**src/rtl/intarb_pkg.sv**
```systemverilog
// Package: shared sizes, level encoding and the vector computation for the
// interrupt arbiter. Assumes source 0 is the power-fail source and that
// indices follow the natural tie-break order.
package intarb_pkg;
    localparam int NSRC     = 14;
    localparam int IDXW     = $clog2(NSRC);
    localparam int VECW     = 8;
    localparam int LVLW     = 2;
    localparam int NLVL     = 4;          // none, low, high, top
    localparam int NEST     = 3;
    localparam int PF_IDX   = 0;
    localparam int WDOG_IDX = 12;

    typedef logic [LVLW-1:0] lvl_t;
    localparam lvl_t LVL_NONE = 2'd0;
    localparam lvl_t LVL_LO   = 2'd1;
    localparam lvl_t LVL_HI   = 2'd2;
    localparam lvl_t LVL_TOP  = 2'd3;

    // Vector address of a source index; power-fail takes the slot skipped in the run.
    function automatic logic [VECW-1:0] vec_of(input logic [IDXW-1:0] idx);
        logic [VECW-1:0] step;
        step = {{(VECW-IDXW){1'b0}}, idx};
        if (idx == IDXW'(PF_IDX))
            return VECW'(8'h33);
        else if (idx < IDXW'(7))
            return VECW'(8'h03) + ((step - VECW'(1)) << 3);
        else
            return VECW'(8'h03) + (step << 3);
    endfunction
endpackage

```
**src/rtl/irq_gate.sv**
```systemverilog
// Module: masks each request line with its enables and assigns it a level.
// Assumes: source PF is fixed at the top level and ignores glob_en; every
// other source is low or high according to its priority bit.
module irq_gate
    import intarb_pkg::*;
#(
    parameter int N  = NSRC,
    parameter int PF = PF_IDX
) (
    input  logic [N-1:0]             req,
    input  logic [N-1:0]             en,
    input  logic [N-1:1]             hi,
    input  logic                     glob_en,
    output logic [N-1:0][LVLW-1:0]   src_lvl
);
    for (genvar i = 0; i < N; i++) begin : g_src
        if (i == PF) begin : g_pf
            // Power-fail: gated only by its own enable, always top level.
            always_comb src_lvl[i] = (req[i] && en[i]) ? LVL_TOP : LVL_NONE;
        end else begin : g_norm
            // Ordinary source: needs own and global enable, level from priority bit.
            always_comb begin
                if (req[i] && en[i] && glob_en)
                    src_lvl[i] = hi[i] ? LVL_HI : LVL_LO;
                else
                    src_lvl[i] = LVL_NONE;
            end
        end
    end
endmodule

```
**src/rtl/irq_pick.sv**
```systemverilog
// Module: picks the pending source at the highest level, lowest index first.
// Assumes: a level of 0 means not pending; purely combinational.
module irq_pick
    import intarb_pkg::*;
#(
    parameter int N  = NSRC,
    parameter int NL = NLVL,
    localparam int IW = $clog2(N)
) (
    input  logic                   clk,
    input  logic                   rst_n,
    input  logic [N-1:0][LVLW-1:0] src_lvl,
    output logic                   cand_valid,
    output logic [IW-1:0]          cand_idx,
    output lvl_t                   cand_lvl
);
    logic [NL-1:0]         hit;
    logic [NL-1:0][IW-1:0] first;

    assign hit[0]   = 1'b0;
    assign first[0] = '0;

    for (genvar l = 1; l < NL; l++) begin : g_lvl
        logic [N-1:0] member;
        // Which sources sit at this level.
        always_comb begin
            for (int i = 0; i < N; i++)
                member[i] = (src_lvl[i] == LVLW'(l));
        end
        assign hit[l] = |member;
        // Lowest-index member of this level.
        always_comb begin
            first[l] = '0;
            for (int i = N - 1; i >= 0; i--)
                if (member[i]) first[l] = IW'(i);
        end
    end

    // Highest populated level wins.
    always_comb begin
        cand_valid = 1'b0;
        cand_idx   = '0;
        cand_lvl   = LVL_NONE;
        for (int l = 1; l < NL; l++) begin
            if (hit[l]) begin
                cand_valid = 1'b1;
                cand_idx   = first[l];
                cand_lvl   = LVLW'(l);
            end
        end
    end

    // the chosen source really carries the reported level.
    p_lvl_match_r3: assert property (@(posedge clk) disable iff (!rst_n)
        cand_valid |-> (src_lvl[cand_idx] == cand_lvl));
endmodule

```
**src/rtl/irq_nest.sv**
```systemverilog
// Module: stack of levels in service; exposes the level on top.
// Assumes: push only on an accepted interrupt; pop on an empty stack is dropped;
// push and pop together replace the top entry.
module irq_nest
    import intarb_pkg::*;
#(
    parameter int DEPTH = NEST,
    localparam int DW = $clog2(DEPTH + 1)
) (
    input  logic          clk,
    input  logic          rst_n,
    input  logic          push,
    input  lvl_t          push_lvl,
    input  logic          pop,
    output lvl_t          cur_lvl,
    output logic [DW-1:0] depth
);
    lvl_t          stk [DEPTH];
    logic          pop_ok;
    logic [DW-1:0] top_ix;

    assign pop_ok = pop && (depth != '0);
    assign top_ix = depth - DW'(1);

    // Level currently in service, zero when idle.
    always_comb cur_lvl = (depth == '0) ? LVL_NONE : stk[top_ix];

    // Stack update: push, pop or replace.
    always_ff @(posedge clk) begin
        if (!rst_n) begin
            depth <= '0;
            for (int k = 0; k < DEPTH; k++) stk[k] <= LVL_NONE;
        end else begin
            case ({push, pop_ok})
                2'b10: begin
                    stk[depth] <= push_lvl;
                    depth      <= depth + DW'(1);
                end
                2'b01: depth <= top_ix;
                2'b11: stk[top_ix] <= push_lvl;
                default: ;
            endcase
        end
    end

    // nesting never exceeds the stack depth.
    p_no_overflow_r12: assert property (@(posedge clk) disable iff (!rst_n)
        (push && !pop_ok) |-> (depth < DW'(DEPTH)));
    // a pop with nothing stacked leaves depth at zero.
    p_empty_pop_r10: assert property (@(posedge clk) disable iff (!rst_n)
        (pop && !push && depth == '0) |=> (depth == '0));
endmodule

```
**src/rtl/intarb_top.sv**
```systemverilog
// Module: three-level vectored interrupt arbiter. Offers the best eligible
// source to the CPU with registered vector and index, holds the offer until
// acknowledge, and tracks nested service levels.
// Assumes: request lines are levels held by the peripherals until cleared
// elsewhere; ack is only meaningful while cpu_req is high.
module intarb_top
    import intarb_pkg::*;
(
    input  logic             clk,
    input  logic             rst_n,
    input  logic [NSRC-1:0]  irq_req,
    input  logic [NSRC-1:0]  irq_en,
    input  logic [NSRC-1:1]  irq_hi,
    input  logic             glob_en,
    input  logic             ack,
    input  logic             reti,
    output logic             cpu_req,
    output logic [VECW-1:0]  vec_addr,
    output logic [IDXW-1:0]  src_idx
);
    localparam int DW = $clog2(NEST + 1);

    logic [NSRC-1:0][LVLW-1:0] src_lvl;
    logic                      cand_valid;
    logic [IDXW-1:0]           cand_idx;
    lvl_t                      cand_lvl;
    lvl_t                      cur_lvl;
    logic [DW-1:0]             depth;
    logic                      req_q;
    lvl_t                      lvl_q;
    logic [VECW-1:0]           vec_q;
    logic [IDXW-1:0]           idx_q;
    logic                      take;

    irq_gate #(.N(NSRC), .PF(PF_IDX)) u_gate (
        .req     (irq_req),
        .en      (irq_en),
        .hi      (irq_hi),
        .glob_en (glob_en),
        .src_lvl (src_lvl)
    );

    irq_pick #(.N(NSRC), .NL(NLVL)) u_pick (
        .clk        (clk),
        .rst_n      (rst_n),
        .src_lvl    (src_lvl),
        .cand_valid (cand_valid),
        .cand_idx   (cand_idx),
        .cand_lvl   (cand_lvl)
    );

    assign take = req_q && ack;

    irq_nest #(.DEPTH(NEST)) u_nest (
        .clk      (clk),
        .rst_n    (rst_n),
        .push     (take),
        .push_lvl (lvl_q),
        .pop      (reti),
        .cur_lvl  (cur_lvl),
        .depth    (depth)
    );

    // Offer register: raise on a strictly higher candidate, hold until ack.
    always_ff @(posedge clk) begin
        if (!rst_n) begin
            req_q <= 1'b0;
            lvl_q <= LVL_NONE;
            vec_q <= '0;
            idx_q <= '0;
        end else if (req_q) begin
            if (ack) req_q <= 1'b0;
        end else if (cand_valid && (cand_lvl > cur_lvl)) begin
            req_q <= 1'b1;
            lvl_q <= cand_lvl;
            idx_q <= cand_idx;
            vec_q <= vec_of(cand_idx);
        end
    end

    assign cpu_req  = req_q;
    assign vec_addr = vec_q;
    assign src_idx  = idx_q;

    // offer is frozen until acknowledged.
    p_hold_r8: assert property (@(posedge clk) disable iff (!rst_n)
        (req_q && !ack) |=> (req_q && $stable(vec_q) && $stable(idx_q)));
    // acknowledge withdraws the request on the next edge.
    p_ack_clears_r9: assert property (@(posedge clk) disable iff (!rst_n)
        (req_q && ack) |=> !req_q);
    // an offered level is always above the level in service.
    p_lvl_above_r9: assert property (@(posedge clk) disable iff (!rst_n)
        req_q |-> (lvl_q > cur_lvl));
    // power-fail is always offered at the top level.
    p_pf_top_r2: assert property (@(posedge clk) disable iff (!rst_n)
        (req_q && idx_q == IDXW'(PF_IDX)) |-> (lvl_q == LVL_TOP));
endmodule

```
**config.mk**
```make
export PLATFORM = sky130hd
export DESIGN_NAME = intarb_top
export DESIGN_NICKNAME = d
export VERILOG_FILES = /design/src/rtl/intarb_pkg.sv /design/src/rtl/irq_gate.sv /design/src/rtl/irq_pick.sv /design/src/rtl/irq_nest.sv /design/src/rtl/intarb_top.sv
export SDC_FILE = /design/constraint.sdc
export NUM_CORES = 1
export LEC_CHECK = 0
export ABC_CLOCK_PERIOD_IN_PS = 11000
export BUFFER_PORTS_ARGS = -buffer_cell sky130_fd_sc_hd__buf_2
export CORE_MARGIN = 4
export CORE_UTILIZATION = 30
export CTS_CLUSTER_SIZE = 40
export DETAILED_ROUTE_END_ITERATION = 7
export GPL_TIMING_DRIVEN = 0
export MAX_ROUTING_LAYER = met4
export PLACE_DENSITY = 0.49
export SKIP_CTS_REPAIR_TIMING = 1
export SYNTH_ARGS = -nofsm -noshare
export SYNTH_HDL_FRONTEND = slang
export SYNTH_SLANG_ARGS = --single-unit
export TNS_END_PERCENT = 100
```
**constraint.sdc**
```tcl
create_clock -name clk -period 11 [get_ports clk]
set_input_delay 2.2 -clock clk [delete_from_list [all_inputs] [get_ports clk]]
set_output_delay 2.2 -clock clk [all_outputs]
set_load 0.03 [all_outputs]
```
==> reports/qor.csv <==
metric;value;unit
wl_per_cell;14.3;µm
finalPower;368;µW
critical_path.reg2reg.startpoint;u_nest.depth[0]$_SDFFE_PN0P_;
cts_num_sinks;23;
numCtsBuffers;3;
die_w;87.7;µm
synthesis.nets;274;
irDropWorstVdd;0.0972;mV
finalHoldViolCount;0;
r2r_slack;7.34;ns
synth-edff-count;8;
clk_root_buffer_cell;sky130_fd_sc_hd__clkbuf_8;
hold_path_startpoint;vec_addr[7]$_SDFFE_PN0P_;
max_freq;0.186;GHz
buf_inv_stages_crit_path;3;
number_of_port_buffers;56;
power_density;158;nW/µm²
synth.yosys.seq_area_share;28.3;%
cts.htree.levels;1;
final_nets;335;
outcome;finished clean;
holdCritPathClass;reg2reg;
synthToLayoutAreaGrowth;22.0;%
cts_tree;done;
period_share;48.8;%
report.final.setup_viol;0;
grt_util_all_layers;14.1;%
synthArstFlopShare;0;%
fin_setup_tns;0;ns
number_of_global_route_vias_before_repair;1779;
grt_first_pass_wirelength;8.49;mm
max_slew.worst_pin.slew;0.787;ns
hold-path-cell-count;2;
die-area;7700;µm²
post-route-min-period;5.37;ns
critical_path.cell_chain;buf_6 > buf_2 > nand4_1 > nand4_1 > nor4_2 > and2_4 > a21oi_1 > ha_1 > a21oi_1 > o21ai_1 > a21oi_1 > clkbuf_1 > o21ai_0 > a31oi_1;
cp-start-kind;primary input;
grt_max_degree;13;
slew_violations;0;
grt_setup_unrepaired;false;
grt_antenna_before_repair;0;
initial_utilization;31.5;%
timing.hold.worst_endpoint;vec_addr[7]$_SDFFE_PN0P_;
criticalPathCategory;in2reg;
postSynthCellCount;220;
routed-via-count;1873;
drc_errors;0;
rows;28;
place_congestion;0.756;
r2r.worst_path.cells;12;
slew-limit-headroom;47.6;%
design.core.area;6060;µm²
crit_path_frequent_cell;sky130_fd_sc_hd__a21oi_1;
critPathCaptureType;flop;
worst-path-max-fanout;10;
worstSkewPairLatency;0.26;ns
clkTransAtPathRegs;0.07;ns
crit_family;compound AO/OA/AOI/OAI gates;
post_synth_instance_area;1910;µm²
synth-main-ff-cell;sky130_fd_sc_hd__dfxtp_1;
cp_slowest_stage_delay;0.63;ns
drive_gt1_share;27.9;%
overflow;0;
antenna-diode-count;0;
place.detailed.instances;351;
drt-total-wl;5.09;mm
max-cap-violations;0;
num-fill-cells;653;
top_level_ports;59;
post-dp-hpwl;4.23;mm
hold-worst-slack;0.438;ns
timing.rr.end;vec_addr[4]$_SDFFE_PN0P_;
p_leak;0.00106;µW
clock_tree.buffer_depth;2;
data_required_time_at_the_worst_endpoint;11.19;ns
final.setup_skew;0.00601;ns
yosys_register_bits;23;
cpMaxStageDelayCell;sky130_fd_sc_hd__a21oi_1;
routed_via_density;5.28;
synth_cell_type_count;61;
fin_cells;355;
yosysWarnings;0;
synth.avg_cell_area;8.67;µm²
detailedRoute.firstPassIterationCount;4;
critical_path_arrival;5.55;ns
ant_nets;0;
floorplan.die.height;87.7;µm
detailedRoute.firstIterationViolations;78;
-- per-stage QoR --
| stage | util [%] | worst slack [ns] | area (µm²) |
|---|---|---|---|
| 4_1_cts | 38.4 | 5.61 | 2330 |
| 2_1_floorplan | - | 6.00 | 1910 |
| 3_3_place_gp | 37.6 | 5.40 | 2280 |
| 6_report | 38.4 | 5.63 | 2330 |
| 3_5_place_dp | 37.6 | 5.40 | 2280 |
| 5_1_grt | 38.4 | 5.25 | 2330 |
-- placed cells by master, fill, tap and decap left out, types with 8 or more instances in the layout --
master | synthesis | routed
sky130_fd_sc_hd__buf_2 | 1 | 57
sky130_fd_sc_hd__nand2_1 | 23 | 23
sky130_fd_sc_hd__nand4_1 | 17 | 17
sky130_fd_sc_hd__dfxtp_1 | 15 | 15
sky130_fd_sc_hd__nand3_1 | 12 | 12
sky130_fd_sc_hd__inv_1 | 11 | 11
sky130_fd_sc_hd__a21oi_1 | 9 | 9
sky130_fd_sc_hd__nor2_1 | 9 | 9
sky130_fd_sc_hd__nand2b_1 | 8 | 8
sky130_fd_sc_hd__ha_1 | 8 | 8
sky130_fd_sc_hd__edfxtp_1 | 8 | 8
-- kinds of logic (layout without fill, tap and decap cells) --
logic type	count (synthesis)	in the layout	share of synthesized area (%)
simple gates	109	109	35.6
compound gates	52	52	20.9
flops	23	23	28.3
buf+inv	21	81	5.38
fa+ha+maj	8	8	5.25
mux	4	4	3.48
xor+xnor	2	2	0.919
other cells	1	1	0.197
-- where the power goes --
| group | internal, µW | switching, µW | total (µW) | leakage [µW] |
|---|---|---|---|---|
| combinational | 76.0 | 119 | 195 | 0.000833 |
| sequential | 111 | 12.0 | 123 | 0.000204 |
| clock | 25.8 | 24.5 | 50.3 | 0.0000228 |
| total | 213 | 155 | 368 | 0.00106 |
-- sequential cells by signal (all words and copies together) (netlist names) --
signal / count
cpu_req: 1
lvl_q: 2
src_idx: 4
u_nest.depth: 2
u_nest.stk: 8
vec_addr: 6
-- metal layers --
layer / track usage, % / up-vias / routed length (µm)
met3: 2.63 / 2 / 127
met5: - / - / 0
met4: 1.26 / 0 / 27
met1: 18.8 / 867 / 2510
li1: - / 973 / -
met2: 23.2 / 31 / 2430
-- cell usage after synthesis, drive strengths merged (3+ instances only) --
| cell type | instances | area, µm² |
|---|---|---|
| nand2 | 23 | 86.3 |
| nand4 | 17 | 106 |
| dfxtp | 15 | 300 |
| inv | 12 | 45.0 |
| nand3 | 12 | 60.1 |
| nand4b | 10 | 115 |
| a21oi | 9 | 45.0 |
| nor2 | 9 | 33.8 |
| and2 | 8 | 52.6 |
| edfxtp | 8 | 240 |
| ha | 8 | 100 |
| nand2b | 8 | 50.1 |
| o21ai | 8 | 40.0 |
| a21boi | 6 | 45.0 |
| buf | 5 | 42.5 |
| a31oi | 4 | 25.0 |
| clkbuf | 4 | 15.0 |
| nor2b | 4 | 25.0 |
| nor4 | 4 | 31.3 |
| and3 | 3 | 18.8 |
| o211ai | 3 | 22.5 |
| o22ai | 3 | 18.8 |
-- cell type report --
type                       count  area [µm²]  area share (%)
multi-input combinational    176        1260            54.3
sequential                    23         541            23.2
timing repair buffer          56         280            12.0
tap                           75        93.8            4.03
buffer                         9        57.6            2.47
clock buffer                   4        45.0            1.94
inverter                      12        45.0            1.94
-- worst max-delay path by stage --
stage,startpoint,to,slack (ns),cells past startpoint
after CTS,glob_en,vec_addr[4]$_SDFFE_PN0P_,5.61,14
after global placement,glob_en,vec_addr[4]$_SDFFE_PN0P_,5.40,14
after global routing,glob_en,vec_addr[4]$_SDFFE_PN0P_,5.25,14
final,glob_en,vec_addr[4]$_SDFFE_PN0P_,5.63,14
after floorplan,glob_en,src_idx[1]$_SDFFE_PN0P_,6.00,14
after detailed placement,glob_en,vec_addr[4]$_SDFFE_PN0P_,5.40,14
-- tightest hold or removal path, cell delays in order (launching register included) --
cell,delay (ns)
sky130_fd_sc_hd__dfxtp_1,0.31
sky130_fd_sc_hd__nand2_1,0.05
sky130_fd_sc_hd__nor2_1,0.03
No activity file was read; power rests on OpenSTA's default activity.
